==> src/rtl/ict_pkg.sv <==
package ict_pkg;

  typedef enum logic [2:0] {
    M_TERM     = 3'd0,
    M_ONESHOT  = 3'd1,
    M_RATE     = 3'd2,
    M_SQUARE   = 3'd3,
    M_SWSTROBE = 3'd4,
    M_HWSTROBE = 3'd5
  } ict_mode_e;

  // encodings 6 and 7 fold onto the periodic modes
  function automatic ict_mode_e fold_mode(input logic [2:0] raw);
    if (raw[2] && raw[1]) return ict_mode_e'({1'b0, raw[1:0]});
    return ict_mode_e'(raw);
  endfunction

  function automatic logic gate_holds(input ict_mode_e m);
    return (m == M_TERM) || (m == M_RATE) || (m == M_SQUARE) || (m == M_SWSTROBE);
  endfunction

  function automatic logic gate_retrig(input ict_mode_e m);
    return (m == M_ONESHOT) || (m == M_RATE) || (m == M_SQUARE) || (m == M_HWSTROBE);
  endfunction

  function automatic logic is_periodic(input ict_mode_e m);
    return (m == M_RATE) || (m == M_SQUARE);
  endfunction

  function automatic logic start_level(input ict_mode_e m);
    return (m == M_ONESHOT) || (m == M_SQUARE);
  endfunction

endpackage

==> src/rtl/ict_arm.sv <==
module ict_arm
  import ict_pkg::*;
#(
  parameter int CW = 16
) (
  input  logic          clk,
  input  logic          rst_n,
  input  logic          tick_en,
  input  logic          gate,
  input  logic          load_valid,
  output logic          load_ready,
  input  logic [CW-1:0] load_value,
  input  logic [2:0]    load_mode,
  output ict_mode_e     mode_o,
  output logic [CW:0]   nval_o,
  output logic          pend_o
);

  localparam logic [CW:0] FULL = {1'b1, {CW{1'b0}}};

  logic      gate_q;
  logic      gate_rise;
  logic      load_fire;
  ict_mode_e mode_r;
  logic [CW:0] nval_r;
  logic      pend_r;

  assign load_ready = 1'b1;
  assign load_fire  = load_valid & load_ready;
  assign gate_rise  = gate & ~gate_q;

  always_ff @(posedge clk) begin
    if (!rst_n) begin
      gate_q <= 1'b0;
      mode_r <= M_SQUARE;
      nval_r <= FULL;
      pend_r <= 1'b0;
    end else begin
      gate_q <= gate;
      if (load_fire) begin
        mode_r <= fold_mode(load_mode);
        nval_r <= (load_value == '0) ? FULL : {1'b0, load_value};
      end
      if (load_fire || (gate_rise && gate_retrig(mode_r)))
        pend_r <= 1'b1;
      else if (tick_en)
        pend_r <= 1'b0;
    end
  end

  assign mode_o = mode_r;
  assign nval_o = nval_r;
  assign pend_o = pend_r;


  alias_rate_chk: assert property (@(posedge clk) disable iff (!rst_n)
    (load_fire && load_mode == 3'd6) |=> (mode_r == M_RATE));

  alias_square_chk: assert property (@(posedge clk) disable iff (!rst_n)
    (load_fire && load_mode == 3'd7) |=> (mode_r == M_SQUARE));

  zero_full_chk: assert property (@(posedge clk) disable iff (!rst_n)
    (load_fire && load_value == '0) |=> (nval_r == FULL));

endmodule

==> src/rtl/ict_core.sv <==
module ict_core
  import ict_pkg::*;
#(
  parameter int CW = 16
) (
  input  logic        clk,
  input  logic        rst_n,
  input  logic        tick_en,
  input  logic        gate,
  input  ict_mode_e   mode,
  input  logic [CW:0] nval,
  input  logic        pend,
  output logic [CW:0] cnt_o,
  output logic [CW:0] cnt_nxt_o,
  output logic        start_o,
  output logic        step_o,
  output logic        zero_o
);

  localparam logic [CW:0] FULL = {1'b1, {CW{1'b0}}};
  localparam logic [CW:0] ONE  = {{CW{1'b0}}, 1'b1};

  logic [CW:0] cnt_r;
  logic [CW:0] cnt_nxt;
  logic        run_ok;
  logic        start;
  logic        step;
  logic        zero;

  assign run_ok = gate_holds(mode) ? gate : 1'b1;
  assign start  = tick_en & pend;
  assign step   = tick_en & ~pend & run_ok;
  assign zero   = step & (cnt_r == ONE);

  always_comb begin
    cnt_nxt = cnt_r;
    if (start)
      cnt_nxt = nval;
    else if (zero && is_periodic(mode))
      cnt_nxt = nval;
    else if (step)
      cnt_nxt = cnt_r - ONE;
  end

  always_ff @(posedge clk) begin
    if (!rst_n) cnt_r <= FULL;
    else        cnt_r <= cnt_nxt;
  end

  assign cnt_o     = cnt_r;
  assign cnt_nxt_o = cnt_nxt;
  assign start_o   = start;
  assign step_o    = step;
  assign zero_o    = zero;


  start_load_chk: assert property (@(posedge clk) disable iff (!rst_n)
    (tick_en && pend) |=> (cnt_r == $past(nval)));

  idle_hold_chk: assert property (@(posedge clk) disable iff (!rst_n)
    !tick_en |=> $stable(cnt_r));

  gate_freeze_chk: assert property (@(posedge clk) disable iff (!rst_n)
    (tick_en && !pend && !gate && gate_holds(mode)) |=> $stable(cnt_r));

endmodule

==> src/rtl/ict_wave.sv <==
module ict_wave
  import ict_pkg::*;
#(
  parameter int CW = 16
) (
  input  logic        clk,
  input  logic        rst_n,
  input  ict_mode_e   mode,
  input  logic [CW:0] nval,
  input  logic [CW:0] cnt_nxt,
  input  logic        start,
  input  logic        step,
  input  logic        zero,
  output logic        out_o
);

  logic term_r;
  logic out_r;
  logic lvl;

  always_comb begin
    unique case (mode)
      M_TERM:     lvl = term_r | zero;
      M_ONESHOT:  lvl = ~(term_r | zero);
      M_RATE:     lvl = zero;
      M_SQUARE:   lvl = cnt_nxt > (nval >> 1);
      default:    lvl = zero & ~term_r;
    endcase
    if (start) lvl = start_level(mode);
  end

  always_ff @(posedge clk) begin
    if (!rst_n) begin
      term_r <= 1'b0;
      out_r  <= 1'b1;
    end else begin
      if (start)     term_r <= 1'b0;
      else if (zero) term_r <= 1'b1;
      if (start || step) out_r <= lvl;
    end
  end

  assign out_o = out_r;


  strobe_width_chk: assert property (@(posedge clk) disable iff (!rst_n)
    ((mode == M_SWSTROBE || mode == M_HWSTROBE) && out_r && (start || step)) |=> !out_r);

  term_start_low_chk: assert property (@(posedge clk) disable iff (!rst_n)
    (start && mode == M_TERM) |=> !out_r);

  term_sticky_chk: assert property (@(posedge clk) disable iff (!rst_n)
    (mode == M_TERM && out_r && !start) |=> out_r);

  square_start_high_chk: assert property (@(posedge clk) disable iff (!rst_n)
    (start && mode == M_SQUARE) |=> out_r);

endmodule

==> src/rtl/ict_channel.sv <==
module ict_channel
  import ict_pkg::*;
#(
  parameter int CW = 16
) (
  input  logic          clk,
  input  logic          rst_n,
  input  logic          tick_en,
  input  logic          gate,
  input  logic          load_valid,
  output logic          load_ready,
  input  logic [CW-1:0] load_value,
  input  logic [2:0]    load_mode,
  output logic          wave_out,
  output logic [CW-1:0] count_rd
);

  ict_mode_e   mode;
  logic [CW:0] nval;
  logic        pend;
  logic [CW:0] cnt;
  logic [CW:0] cnt_nxt;
  logic        start;
  logic        step;
  logic        zero;

  ict_arm #(.CW(CW)) u_arm (
    .clk(clk), .rst_n(rst_n), .tick_en(tick_en), .gate(gate),
    .load_valid(load_valid), .load_ready(load_ready),
    .load_value(load_value), .load_mode(load_mode),
    .mode_o(mode), .nval_o(nval), .pend_o(pend)
  );

  ict_core #(.CW(CW)) u_core (
    .clk(clk), .rst_n(rst_n), .tick_en(tick_en), .gate(gate),
    .mode(mode), .nval(nval), .pend(pend),
    .cnt_o(cnt), .cnt_nxt_o(cnt_nxt),
    .start_o(start), .step_o(step), .zero_o(zero)
  );

  ict_wave #(.CW(CW)) u_wave (
    .clk(clk), .rst_n(rst_n), .mode(mode), .nval(nval),
    .cnt_nxt(cnt_nxt), .start(start), .step(step), .zero(zero),
    .out_o(wave_out)
  );

  assign count_rd = cnt[CW-1:0];


  ready_high_chk: assert property (@(posedge clk) disable iff (!rst_n)
    load_valid |-> load_ready);

endmodule

==> config.mk <==
export PLATFORM = sky130hd
export DESIGN_NAME = ict_channel
export DESIGN_NICKNAME = d
export VERILOG_FILES = /design/src/rtl/ict_pkg.sv /design/src/rtl/ict_arm.sv /design/src/rtl/ict_core.sv /design/src/rtl/ict_wave.sv /design/src/rtl/ict_channel.sv
export SDC_FILE = /design/constraint.sdc
export NUM_CORES = 1
export LEC_CHECK = 0
export ABC_AREA = 1
export BUFFER_PORTS_ARGS = -buffer_cell sky130_fd_sc_hd__buf_2
export CAP_MARGIN = 20
export CORE_ASPECT_RATIO = 1.1
export CORE_MARGIN = 4
export CORE_UTILIZATION = 35
export DETAILED_ROUTE_END_ITERATION = 12
export PLACE_DENSITY_LB_ADDON = 0.2
export SLEW_MARGIN = 25
export SYNTH_ARGS = -nofsm -noshare
export SYNTH_HDL_FRONTEND = slang
export SYNTH_SLANG_ARGS = --single-unit
==> constraint.sdc <==
create_clock -name clk -period 2.6 [get_ports clk]
set_clock_uncertainty 0.2 [all_clocks]
set_input_delay 0.13 -clock clk [delete_from_list [all_inputs] [get_ports clk]]
set_output_delay 0.13 -clock clk [all_outputs]
set_load 0.02 [all_outputs]
# ---- After elaboration in Yosys (flattened, before gate mapping)
# Index checks and enable logic that the tools add are counted.
dict set report totals {
  input_bits 24
  reg_bits 41
  output_inout_bits 18
  wordCells 58
}
dict set report classes {
  addsub 1
  eq_ne 6
  order_cmp 1
  muxes 14
  n_reduce_logical 17
  bitwise 12
}
# operator count
set op_table {}
lappend op_table {{17-bit 2-to-1 mux} 4}
lappend op_table {{17-bit by 1-bit equality test with 1-bit output (second input constant)} 1}
lappend op_table {{17-bit by 16-bit greater-than comparator with 1-bit output} 1}
lappend op_table {{17-bit by 1-bit subtractor with 17-bit output (second input constant)} 1}
lappend op_table {{16-bit logical NOT} 1}
lappend op_table {{1-bit logical OR} 10}
lappend op_table {{1-bit 2-to-1 mux} 7}
lappend op_table {{1-bit AND} 6}
lappend op_table {{3-bit by 2-bit equality test with 1-bit output (second input constant)} 2}
lappend op_table {{3-bit equality test (second input constant)} 2}
lappend op_table {{3-bit 2-to-1 mux} 2}
lappend op_table {{1-bit inverter} 5}
lappend op_table {{1-bit one-hot mux with 4 select lines} 1}
lappend op_table {{3-bit by 1-bit equality test with 1-bit output (second input constant)} 1}
lappend op_table {{1-bit logical AND} 3}
lappend op_table {{3-bit logical NOT} 1}
lappend op_table {{2-bit nonzero test} 1}
lappend op_table {{2-bit OR reduction} 1}
lappend op_table {{1-bit bitwise OR} 1}

# ---- Longest topological paths before layout
# Gate-level depths: netlist of run 1.
dict set report logic_depth {
  ltp_word 13
  depth_mapped 28
  depth_no_buf 27
}

# ---- By module
# A second synthesis of run 1 with hierarchy kept.
dict set report unflattened {
  hier_cells 453
  hier_area_um2 2852.7
}
# mod cells_each n_inst seq_area_each_um2 area_each_um2
set modules_own_cells {}
lappend modules_own_cells {ict_core 238 1 340.3 1403.8}
lappend modules_own_cells {ict_arm 113 1 440.4 838.3}
lappend modules_own_cells {ict_wave 102 1 40.0 610.6}

# ---- Worst setup path before layout of run 1
# Ideal clock, no wire load.
dict set report synth_path {
  kind {register to register}
  startpoint {register u_core.cnt_r[4] (netlist: u_core.cnt_o[4])}
  endpoint {register u_wave.out_r (netlist: u_wave.out_o)}
  path_slack_ns -0.200
  arrival_ns 2.479
  path_buffers 1
  synth_period_minus_slack_ns 2.800
  t_required_ns 2.280
  stages_incl_launch_ff 26
  setup_ns 0.120
  path_cell_list {dfxtp_1 nor2_1 nand2_1 nor2_1 nand2_1 nor2_4 nand2_2 nand2_4 buf_6 nand2_1 o21ai_0 inv_1 ha_1 a21o_1 nor2_1 nand3_1 nand2_1 nand2_1 nand2_1 nand2_1 nand2_1 nand2_1 nand2_1 nand2_1 nand2_1 nand2_1}
}
dict set report synth_via {
  elab_chain_cells 8
  elab_cells_between_ends 13
  classes_between {add/sub (1); order compare (1); eq/ne (1); mux (5); bitwise (4); reduce/logical (1)}
}
# item line_no
set synth_lines {}
lappend synth_lines {{start: declaration} ict_core.sv:23} ;# logic [CW:0] cnt_r;
lappend synth_lines {{start signal: assignment} ict_core.sv:47} ;# else cnt_r <= cnt_nxt;
lappend synth_lines {{branches (longest 3 deep; another with 17-bit by 1-bit subtractor with 17-bit output)} -}
lappend synth_lines {{17-bit 2-to-1 mux *} ict_core.sv:39} ;# else if (zero && is_periodic(mode))
lappend synth_lines {{17-bit 2-to-1 mux *} ict_core.sv:37} ;# if (start)
lappend synth_lines {{named net cnt_nxt[8]} ict_channel.sv:22} ;# logic [CW:0] cnt_nxt;
lappend synth_lines {{17-bit by 16-bit greater-than comparator with 1-bit output *} ict_wave.sv:26} ;# M_SQUARE: lvl = cnt_nxt > (nval >> 1);
lappend synth_lines {{1-bit one-hot mux with 4 select lines *} ict_wave.sv:22} ;# unique case (mode)
lappend synth_lines {{1-bit 2-to-1 mux *} ict_wave.sv:29} ;# if (start) lvl = start_level(mode);
lappend synth_lines {{end signal: assignment} ict_wave.sv:39} ;# if (start || step) out_r <= lvl;
lappend synth_lines {{end: declaration} ict_wave.sv:18} ;# logic out_r;
# Mark *: on every way through the listed nets, which the timed path passes.
# A chain may end at the register's enable or synchronous reset.

# ---- Worst setup path in the final report of run 1
dict set report layout_path {
  startpoint {register u_arm.mode_r[1] (netlist: u_arm.mode_o[1])}
  endpoint {register u_wave.out_r (netlist: u_wave.out_o)}
}
dict set report layout_via {
  elab_chain_cells 13
  elab_cells_between_ends 24
  classes_between {order compare (1); eq/ne (4); mux (6); bitwise (5); reduce/logical (8)}
}
# item line_no
set layout_lines {}
lappend layout_lines {{start: declaration} ict_arm.sv:24} ;# ict_mode_e mode_r;
lappend layout_lines {{start signal: assignment} ict_arm.sv:41} ;# mode_r <= fold_mode(load_mode);
lappend layout_lines {{3-bit by 2-bit equality test with 1-bit output / 3-bit logical NOT (equally long branches)} {ict_pkg.sv:19, ict_pkg.sv:27}}
lappend layout_lines {{1-bit logical OR (3 in a row)} ict_pkg.sv:19} ;# return (m == M_TERM) || (m == M_RATE) || (m == M_SQUARE) || (m == M_SWSTROBE);
lappend layout_lines {{1-bit 2-to-1 mux} ict_core.sv:30} ;# assign run_ok = gate_holds(mode) ? gate : 1'b1;
lappend layout_lines {{1-bit AND} ict_core.sv:32} ;# assign step = tick_en & ~pend & run_ok;
lappend layout_lines {{1-bit AND} ict_core.sv:33} ;# assign zero = step & (cnt_r == ONE);
lappend layout_lines {{1-bit logical AND} ict_core.sv:39}
lappend layout_lines {{17-bit 2-to-1 mux *} ict_core.sv:39}
lappend layout_lines {{17-bit 2-to-1 mux *} ict_core.sv:37}
lappend layout_lines {{named net cnt_nxt[5]} ict_channel.sv:22}
lappend layout_lines {{17-bit by 16-bit greater-than comparator with 1-bit output *} ict_wave.sv:26}
lappend layout_lines {{1-bit one-hot mux with 4 select lines *} ict_wave.sv:22}
lappend layout_lines {{1-bit 2-to-1 mux *} ict_wave.sv:29}
# The timed path passes the listed nets; every way through them passes the cells marked *.

==> results of run 1 <==
==> stage by stage <==
stage	std cells	instance area, sq um	total power, uW	utilization [%]
2_1_floorplan	395	2740	1200	-
3_3_place_gp	579	3390	1470	45.1
3_5_place_dp	579	3390	1470	45.1
4_1_cts	633	4090	2180	54.4
5_1_grt	635	4170	2370	55.5
6_report	635	4170	2230	55.5
==> layout make-up <==
cell class              instances  area [sq um]
fillers                       741          3340
flip-flops and latches         41           831
inverters                      52           200
multi-input cells             276          1750
well taps                     105           131
repair buffers                153          1140
clock buffers                   7          86.3
clock inverters                 1          30.0
==> placed cells by master, fill, tap and decap left out, types with 7 or more instances in the layout <==
master          n
a211oi_1       11
a21oi_1        16
buf_2          40
buf_4          79
dfxtp_1        33
dfxtp_2         8
dlygate4sd3_1  30
ha_1           10
ha_4            7
inv_1          47
nand2_1        86
nor2_1         41
nor2_2         12
o21ai_0         8
o21ai_2         8
==> registers in the layout, indices dropped and copies added (netlist names) <==
| register | cells |
|---|---|
| u_arm.mode_o | 3 |
| u_arm.nval_o | 17 |
| u_wave.out_o | 1 |
| u_arm.pend_o | 1 |
| u_core.cnt_o | 17 |
| u_arm.gate_q | 1 |
| u_wave.term_r | 1 |
==> power by group <==
group	internal (uW)	total, uW	switching [uW]
clock network	313	537	224
logic	471	974	502
registers	679	717	38.5
total	1460	2230	765
==> worst min-delay path: stages <==
cell and delay (ps):
buf_2 90, inv_1 50, a21oi_1 110, a21oi_1 70
==> layer usage <==
metal,share of wire (%),GRT usage [%],vias to the layer above
met5,0,0,-
met4,0.99,4.00,0
met3,3.2,2.02,6
met2,48,29.9,52
met1,48,23.7,1296
li1,-,-,1538
==> cell families (layout without fill, tap and decap cells) <==
kind of cell,after synthesis,after routing
and+or+nand+nor,186,186
buffers and inverters,78,213
AOI/OAI and AO/OA,64,64
DFF,41,41
adders and majority gates,18,18
xor gates and xnor gates,7,7
other,1,1
==> worst paths after layout <==
check	from	to	cells after the start
worst min register to register	u_arm.nval_o[3]	u_arm.nval_o[3]	2
worst max-delay path	u_arm.mode_o[1]	u_wave.out_o	25
worst max register to register	u_arm.mode_o[1]	u_wave.out_o	25
worst min-delay path	tick_en	u_arm.pend_o	4
==> timing repair <==
action	CTS	global route
hold endpoints to repair	22	0
gates cloned	0	0
gates resized for setup	37	14
endpoints found under the setup margin	1	2
pin swaps	19	8
setup buffers	16	2
hold buffers	30	0
==> impl_results.md, run 1 <==
* Achievable frequency at 0.343 GHz
* Clock tree buffer depth at 2
* Core footprint at 0.00751 sq mm
* Ant diodes at 0
* Synth top area share at 30.3%
* Adder-cell share of the synthesized area at 8.31%
* Ys async rst share at 0%
* Die Wd at 91.9 um
* Max Fanout on Critical Path at 5
* Min Clock Period, post-route at 2910 ps
* Least-Margin Pin Slew at 812 ps
* Main combinational cell family by area after synthesis: simple AND/OR/NAND/NOR gates
* Clock-pin slew on the worst setup and hold paths at 80 ps
* CP peak stage delay at 370 ps
* Boundary pin count at 42
* Avg Synthesized Cell Area at 6.86 sq um
* Dpl hpwl at 5980 um
* Synth cell types at 41
* Post-route ant nets at 0
* Setup_tns at -460 ps
* Failing checks: negative setup slack
* Port bufs at 40
* CTS sink cnt at 41
* Layout cells sized above 1 at 37.5%
* CP top delay family: simple AND/OR/NAND/NOR gates
* EDFF count, synth at 0
* DIE HEIGHT at 100 um
* Minimum hold slack at 4.16 ps
* Post-Synth XOR/XNOR Area at 2.26%
* Power Density at 534 mW/mm^2
* Number of global-route vias before repair at 2862
* Via/cell ratio at 4.55
* Critical path arrival at 2960 ps
* Global-route wire length before repair at 13200 um
* Cell mode on critical path: nand2_1
* Die area at 0.00921 sq mm
* WL final at 7890 um
* Synth top cells by count: nand2_1, nor2_1, inv_1
* H-tree depth at 2
* Register area share after synthesis at 30.3%
* Place WS at -373 ps
* Reg-to-reg slack, setup at -310 ps
* Most common cell in the netlist: nand2_1
* Routed len/inst at 12.4 um
* Leading area contributor after synthesis: dfxtp_1
* Layout area overhead at 54.0%
* Gate Count Post-Synth at 395
* Initial core utilization at 36.0%
* Residual DRC at 0
* Compound-cell area share of the yosys netlist at 15.1%
* Fin. max-slew vios at 0
* Nets@finish at 571
* RSZ-0062 raised after global routing: yes
* Peak supply drop at 277 uV
* WP data required at 2640 ps
* Rel. slew slack at 45.8%
* Tcrit/Tclk final at 112%
* Crit start category: flop
* Root Buffer: clkbuf_8
* Main flop type after synthesis: dfxtp_1
* Hold/Removal Path Class: primary input to flop
* Fin worst setup slack at -311 ps
* Max stage delay cell, worst path: dfxtp_2
* Largest net degree at the start of global routing at 31
* Final RePlAce weighted congestion at 0.824
* Syn Std Cell Area at 0.00271 sq mm
* Clk Latency, worst-skew pair at 290 ps
* CP endpoint kind: flop
* Antenna violations before repair at 0
* Leak at 0.00204 uW
* Congestion Overflow GR at 0
* Max cap viols at 0
* Mux contribution to synthesized area at 0%
* Starting DRC count in detailed routing at 112
* Status: finished with violations
* Crit Path Category: flop to flop
* YS warnings at 0
* Row cnt at 33
* CTS tree: done
* Synth top area cells: dfxtp_1, nand2_1, ha_1, nor2_1, inv_1
* CP bufs+invs at 3
* Hold Fails Final Rpt at 0
* Syn Nets at 437
* Post-synthesis simple-gate area fraction at 30.2%
* Routed via count at 2892
* Setup violations, final at 2
* Yosys reg bits at 41
* CTS Buf Count at 5
* GRT Util Overall at 17.5%
* Detailed Routing Iterations Pass 1 at 4
Note: power is estimated with default switching activity, not from simulation.
==> run 2: changes to the inputs <==
--- a/config.mk
+++ b/config.mk
@@ -12,7 +12,6 @@
 export CORE_MARGIN = 4
 export CORE_UTILIZATION = 35
 export DETAILED_ROUTE_END_ITERATION = 12
-export PLACE_DENSITY_LB_ADDON = 0.2
 export SLEW_MARGIN = 25
 export SYNTH_ARGS = -nofsm -noshare
 export SYNTH_HDL_FRONTEND = slang
==> impl_results.md, run 2 (synthesis results as in run 1) <==
* Reg power frac at 35.4% (+3.2 points)
* Least-Margin Pin Slew at 802 ps (-10.2 ps)
* CP top delay family: simple AND/OR/NAND/NOR gates
* CTS Buf Count at 5 (unchanged)
* Residual DRC at 0 (unchanged)
* Boundary pin count at 42 (unchanged)
* Power Density at 504 mW/mm^2 (-5.7%)
* Via/cell ratio at 4.52 (-0.66%)
* GRT Util Overall at 17.9% (+0.39 points)
* Core footprint at 0.00751 sq mm (unchanged)
* Commonest cells after routing, fill and taps aside: nand2_1, buf_4, inv_1
* Fin cells at 622 (-2.0%)
* Detailed Routing Iterations Pass 1 at 4 (unchanged)
* Final RePlAce weighted congestion at 0.863 (+4.6%)
* Setup violations, final at 1 (-1)
* Placed Cells at 577 (-0.35%)
* Hold/Removal Path Class: primary input to flop
* Critical path arrival at 2890 ps (-70 ps)
* Final instance area at 0.00403 sq mm (-3.5%)
* Failing checks: negative setup slack
* Layout cells sized above 1 at 36.9% (-0.60 points)
* Tcrit/Tclk final at 112% (about the same)
* Leak at 0.00197 uW (-3.7%)
* Peak supply drop at 263 uV (-4.7%)
* Clk Latency, worst-skew pair at 290 ps (about the same)
* Clk pwr share at 20.6% (-3.5 points)
* Root Buffer: clkbuf_8
* CP endpoint kind: flop
* DIE HEIGHT at 100 um (unchanged)
* Combinational power share at 44.0% (+0.3 points)
* CP peak stage delay at 330 ps (-40 ps)
* Antenna violations before repair at 0 (unchanged)
* Hold Fails Final Rpt at 0 (unchanged)
* Layout Utilization at 53.6% (-1.9 points)
* RSZ-0062 raised after global routing: yes
* H-tree depth at 2 (unchanged)
* Total power at 2030 uW (-8.9%)
* Status: finished with violations
* Congestion Overflow GR at 0 (unchanged)
* CTS sink cnt at 41 (unchanged)
* Achievable frequency at 0.343 GHz (about the same)
* Max Fanout on Critical Path at 4 (-1)
* Number of global-route vias before repair at 2928 (+2.3%)
* Dpl hpwl at 5860 um (-1.9%)
* Die area at 0.00921 sq mm (unchanged)
* Routed len/inst at 12.6 um (+1.4%)
* Max stage delay cell, worst path: dfxtp_2
* CP bufs+invs at 1 (-2)
* Min Clock Period, post-route at 2910 ps (+1.13 ps)
* Post-route ant nets at 0 (unchanged)
* Nets@finish at 559 (-2.1%)
* Cell mode on critical path: nand2_1
* Clock-pin slew on the worst setup and hold paths at 80 ps (about the same)
* Port bufs at 40 (unchanged)
* Layout area overhead at 48.6%
* Max cap viols at 0 (unchanged)
* Clock tree buffer depth at 2 (unchanged)
* Internal at 1310 uW (-11%)
* Starting DRC count in detailed routing at 120 (+7.1%)
* Initial core utilization at 36.0% (unchanged)
* Die Wd at 91.9 um (unchanged)
* Crit start category: flop
* Global-route wire length before repair at 13400 um (+1.4%)
* Row cnt at 33 (unchanged)
* CTS tree: done
* Fin worst setup slack at -312 ps (-1.13 ps)
* Fin. max-slew vios at 0 (unchanged)
* Net Sw Power at 721 uW (-5.8%)
* Routed via count at 2814 (-2.7%)
* Ant diodes at 0 (unchanged)
* WP data required at 2580 ps (-60 ps)
* Dpl cell area at 0.00337 sq mm (-0.44%)
* Largest net degree at the start of global routing at 31 (unchanged)
* Crit Path Category: flop to flop
* Most common cell after layout, fill and taps aside: nand2_1
* Rel. slew slack at 46.5% (+0.68 points)
* WL final at 7840 um (-0.68%)
* Switching portion of total power at 35.5% (+1.2 points)
* Place WS at -432 ps (-58.9 ps)
==> run 2: repair_timing <==
item,in CTS,in global routing
hold endpoints to repair,22,0
pin swaps,33,11
gates cloned,1,0
hold buffers,29,0
setup endpoints to repair,1,1
buffers inserted,6,2
resized for setup,42,8
==> run 2: worst register-to-register path, cell delays in order (launching register included) <==
cell	delay (ps)
dfxtp_2	330
nor2_2	130
nand2_1	100
nor2_4	150
nand2_2	90
nor2_4	200
a21oi_4	90
or2_2	280
o21ai_2	90
inv_1	110
ha_4	170
nand2_1	60
nand2_1	50
nand2_1	60
nand2_1	50
nand2_1	60
nand3_1	60
nand2_1	70
nand2_1	60
nand2_1	60
nand2_1	50
nand2_1	60
nand2_1	60
nand2_1	60
nand2_1	40
nand2_1	50
nand2_1	40
==> run 2: final cells by class <==
type / instances / area (sq um)
Timing Repair Buffer: 140 / 1030
Multi-Input combinational cell: 277 / 1740
Tap cell: 105 / 131
Clock buffer: 7 / 86.3
Inverter: 52 / 200
Fill cell: 729 / 3490
Sequential cell: 41 / 833
==> run 2: through the flow <==
stage	setup TNS [ps]	hold WS [ps]
final	-312	2.55
after floorplan	-135	-1.07
after CTS	-241	3.31
after global routing	-544	29.1
after detailed placement	-432	147
after global placement	-411	150
==> run 2: power by group through the flow <==
stage | sequential [uW] | clock (uW) | combinational [uW]
after CTS | 717 | 427 | 868
after detailed placement | 727 | 0 | 741
after floorplan | 732 | 0 | 464
after global routing | 726 | 453 | 993
final | 718 | 419 | 892
after global placement | 726 | 0 | 732
==> run 2: worst paths after layout <==
kind              slack (ps)             start  depth (start not counted)                to
hold / removal             3        load_valid                          3   u_arm.nval_o[6]
hold reg to reg          280  u_arm.nval_o[16]                          2  u_arm.nval_o[16]
setup / recovery        -310  u_core.cnt_o[12]                         26      u_wave.out_o
setup reg to reg        -310  u_core.cnt_o[12]                         26      u_wave.out_o
==> run 2: per-layer routing <==
| layer | global-route usage (%) | wire length [um] |
|---|---|---|
| met5 | 0 | 0 |
| met4 | 6.40 | 213 |
| met3 | 2.47 | 295 |
| met2 | 31.8 | 3830 |
| met1 | 22.1 | 3500 |
==> run 3: changes to the inputs <==
--- a/config.mk
+++ b/config.mk
@@ -12,6 +12,7 @@
 export CORE_MARGIN = 4
 export CORE_UTILIZATION = 35
 export DETAILED_ROUTE_END_ITERATION = 12
+export SETUP_SLACK_MARGIN = 0.3
 export SLEW_MARGIN = 25
 export SYNTH_ARGS = -nofsm -noshare
 export SYNTH_HDL_FRONTEND = slang
==> impl_results.md, run 3 (synthesis results as in run 1) <==
* Starting DRC count in detailed routing at 123 (+2.5%)
* Largest net degree at the start of global routing at 31 (unchanged)
* Final RePlAce weighted congestion at 0.863 (unchanged)
* Commonest cells after routing, fill and taps aside: nand2_1, buf_4, inv_1
* Die area at 0.00921 sq mm (unchanged)
* Post-route ant nets at 0 (unchanged)
* RSZ-0062 raised after global routing: yes
* Root Buffer: clkbuf_8
* Layout area overhead at 49.1%
* Max cap viols at 0 (unchanged)
* Crit Path Category: flop to flop
* Antenna violations before repair at 0 (unchanged)
* Setup_tns at -296 ps (+16.7 ps)
* Least-Margin Pin Slew at 800 ps (-2.17 ps)
* Peak supply drop at 263 uV (about the same)
* WP data required at 2580 ps (about the same)
* Fin. max-slew vios at 0 (unchanged)
* H-tree depth at 2 (unchanged)
* Reg power frac at 35.4% (about the same)
* Residual DRC at 0 (unchanged)
* Total power at 2030 uW (+0.11%)
* CTS Buf Count at 5 (unchanged)
* Achievable frequency at 0.345 GHz (+0.58%)
* Hold/Removal Path Class: primary input to flop
* Core footprint at 0.00751 sq mm (unchanged)
* Row cnt at 33 (unchanged)
* Critical path arrival at 2880 ps (about the same)
* Min Clock Period, post-route at 2900 ps (-16.7 ps)
* Global-route wire length before repair at 13400 um (+0.73%)
* Clk Latency, worst-skew pair at 290 ps (about the same)
* DIE HEIGHT at 100 um (unchanged)
* Clk pwr share at 20.7% (about the same)
* CTS tree: done
* Most common cell after layout, fill and taps aside: nand2_1
* Rel. slew slack at 46.6% (+0.14 points)
* Dpl cell area at 0.00337 sq mm (unchanged)
* Die Wd at 91.9 um (unchanged)
* Net Sw Power at 722 uW (+0.19%)
* Tcrit/Tclk final at 111% (-0.64 points)
* CP endpoint kind: flop
* Detailed Routing Iterations Pass 1 at 4 (unchanged)
* Via/cell ratio at 4.51 (-0.30%)
* Reg-to-reg slack, setup at -300 ps (+20 ps)
* GRT Util Overall at 18.0% (+0.16 points)
* Failing checks: negative setup slack
* Leak at 0.00197 uW (+0.14%)
* Congestion Overflow GR at 0 (unchanged)
* Clock-pin slew on the worst setup and hold paths at 80 ps (about the same)
* Routed len/inst at 12.7 um (+0.41%)
* Nets@finish at 560 (+0.18%)
* Number of global-route vias before repair at 2938 (+0.34%)
* Fin worst setup slack at -296 ps (+16.7 ps)
* Routed via count at 2810 (-0.14%)
* Max Fanout on Critical Path at 4 (unchanged)
* Dpl hpwl at 5860 um (unchanged)
* Crit start category: flop
* Port bufs at 40 (unchanged)
* Clock tree buffer depth at 2 (unchanged)
* Ant diodes at 0 (unchanged)
* WL final at 7880 um (+0.57%)
* Boundary pin count at 42 (unchanged)
* Combinational power share at 44.0% (about the same)
* Setup violations, final at 1 (unchanged)
* Hold Fails Final Rpt at 0 (unchanged)
* Internal at 1310 uW (about the same)
* Power Density at 503 mW/mm^2 (-0.23%)
* CTS sink cnt at 41 (unchanged)
* Switching portion of total power at 35.5% (about the same)
* Final instance area at 0.00404 sq mm (+0.34%)
* Status: finished with violations
* Layout cells sized above 1 at 37.1% (+0.12 points)
* Initial core utilization at 36.0% (unchanged)
-- run 3: cell count changes in the layout (fill, tap and decap cells not counted) --
cell and delta:
clkinv_1 -1, clkinvlp_4 +1, dlygate4sd3_1 +1
-- run 3: cell type report --
type                       count  area [sq um]
timing repair buffer         141          1040
fill                         722          3470
sequential                    41           833
multi-input combinational    277          1740
clock buffer                   7          86.3
inverter                      52           204
tap                          105           131
-- run 3: worst paths after layout --
check,cells after the start,start,to
worst max-delay path,26,u_core.cnt_o[12],u_wave.out_o
worst min-delay path,3,load_valid,u_arm.nval_o[6]
worst max register to register,26,u_core.cnt_o[12],u_wave.out_o
worst min register to register,2,u_arm.nval_o[16],u_arm.nval_o[16]
-- run 3: timing repair --
action,CTS,global route
gates resized for setup,42,9
endpoints found under the hold margin,22,0
gates cloned,1,0
pin swaps,33,11
hold buffers,30,0
endpoints found under the setup margin,1,2
setup buffers,6,2
-- run 3: power by group through the flow --
stage | clock, uW | sequential, uW | combinational (uW)
global placement | 0 | 726 | 732
finish | 420 | 718 | 893
CTS | 427 | 717 | 869
global route | 453 | 726 | 995
detailed placement | 0 | 727 | 741
floorplan | 0 | 732 | 464
-- run 3: worst max-delay path, cell delays in order, from the launching register on --
cell,delay [ps]
dfxtp_2,330
nor2_2,130
nand2_1,100
nor2_4,140
nand2_2,80
nor2_4,200
a21oi_4,90
or2_2,280
o21ai_2,90
inv_1,100
ha_4,160
nand2_1,60
nand2_1,50
nand2_1,60
nand2_1,50
nand2_1,60
nand3_1,60
nand2_1,60
nand2_1,60
nand2_1,60
nand2_1,50
nand2_1,60
nand2_1,60
nand2_1,60
nand2_1,50
nand2_1,50
nand2_1,40
-- run 3: per-stage QoR --
step	setup WS [ps]	utilization, %	std cells	hold slack, ps
floorplan	-135	-	395	-1.07
global placement	-411	44.9	577	150
detailed placement	-432	44.9	577	147
CTS	-241	53.1	621	3.31
global route	-543	53.8	623	29.0
finish	-296	53.8	623	2.24
-- run 3: layer usage --
metal	up-vias	track usage [%]	part of all wire, %	wire length, um
met4	0	6.29	2.3	183
met5	-	0	0	0
met3	14	2.55	3.9	309
met1	1227	22.2	45	3510
li1	1504	-	-	-
met2	65	32.2	49	3880
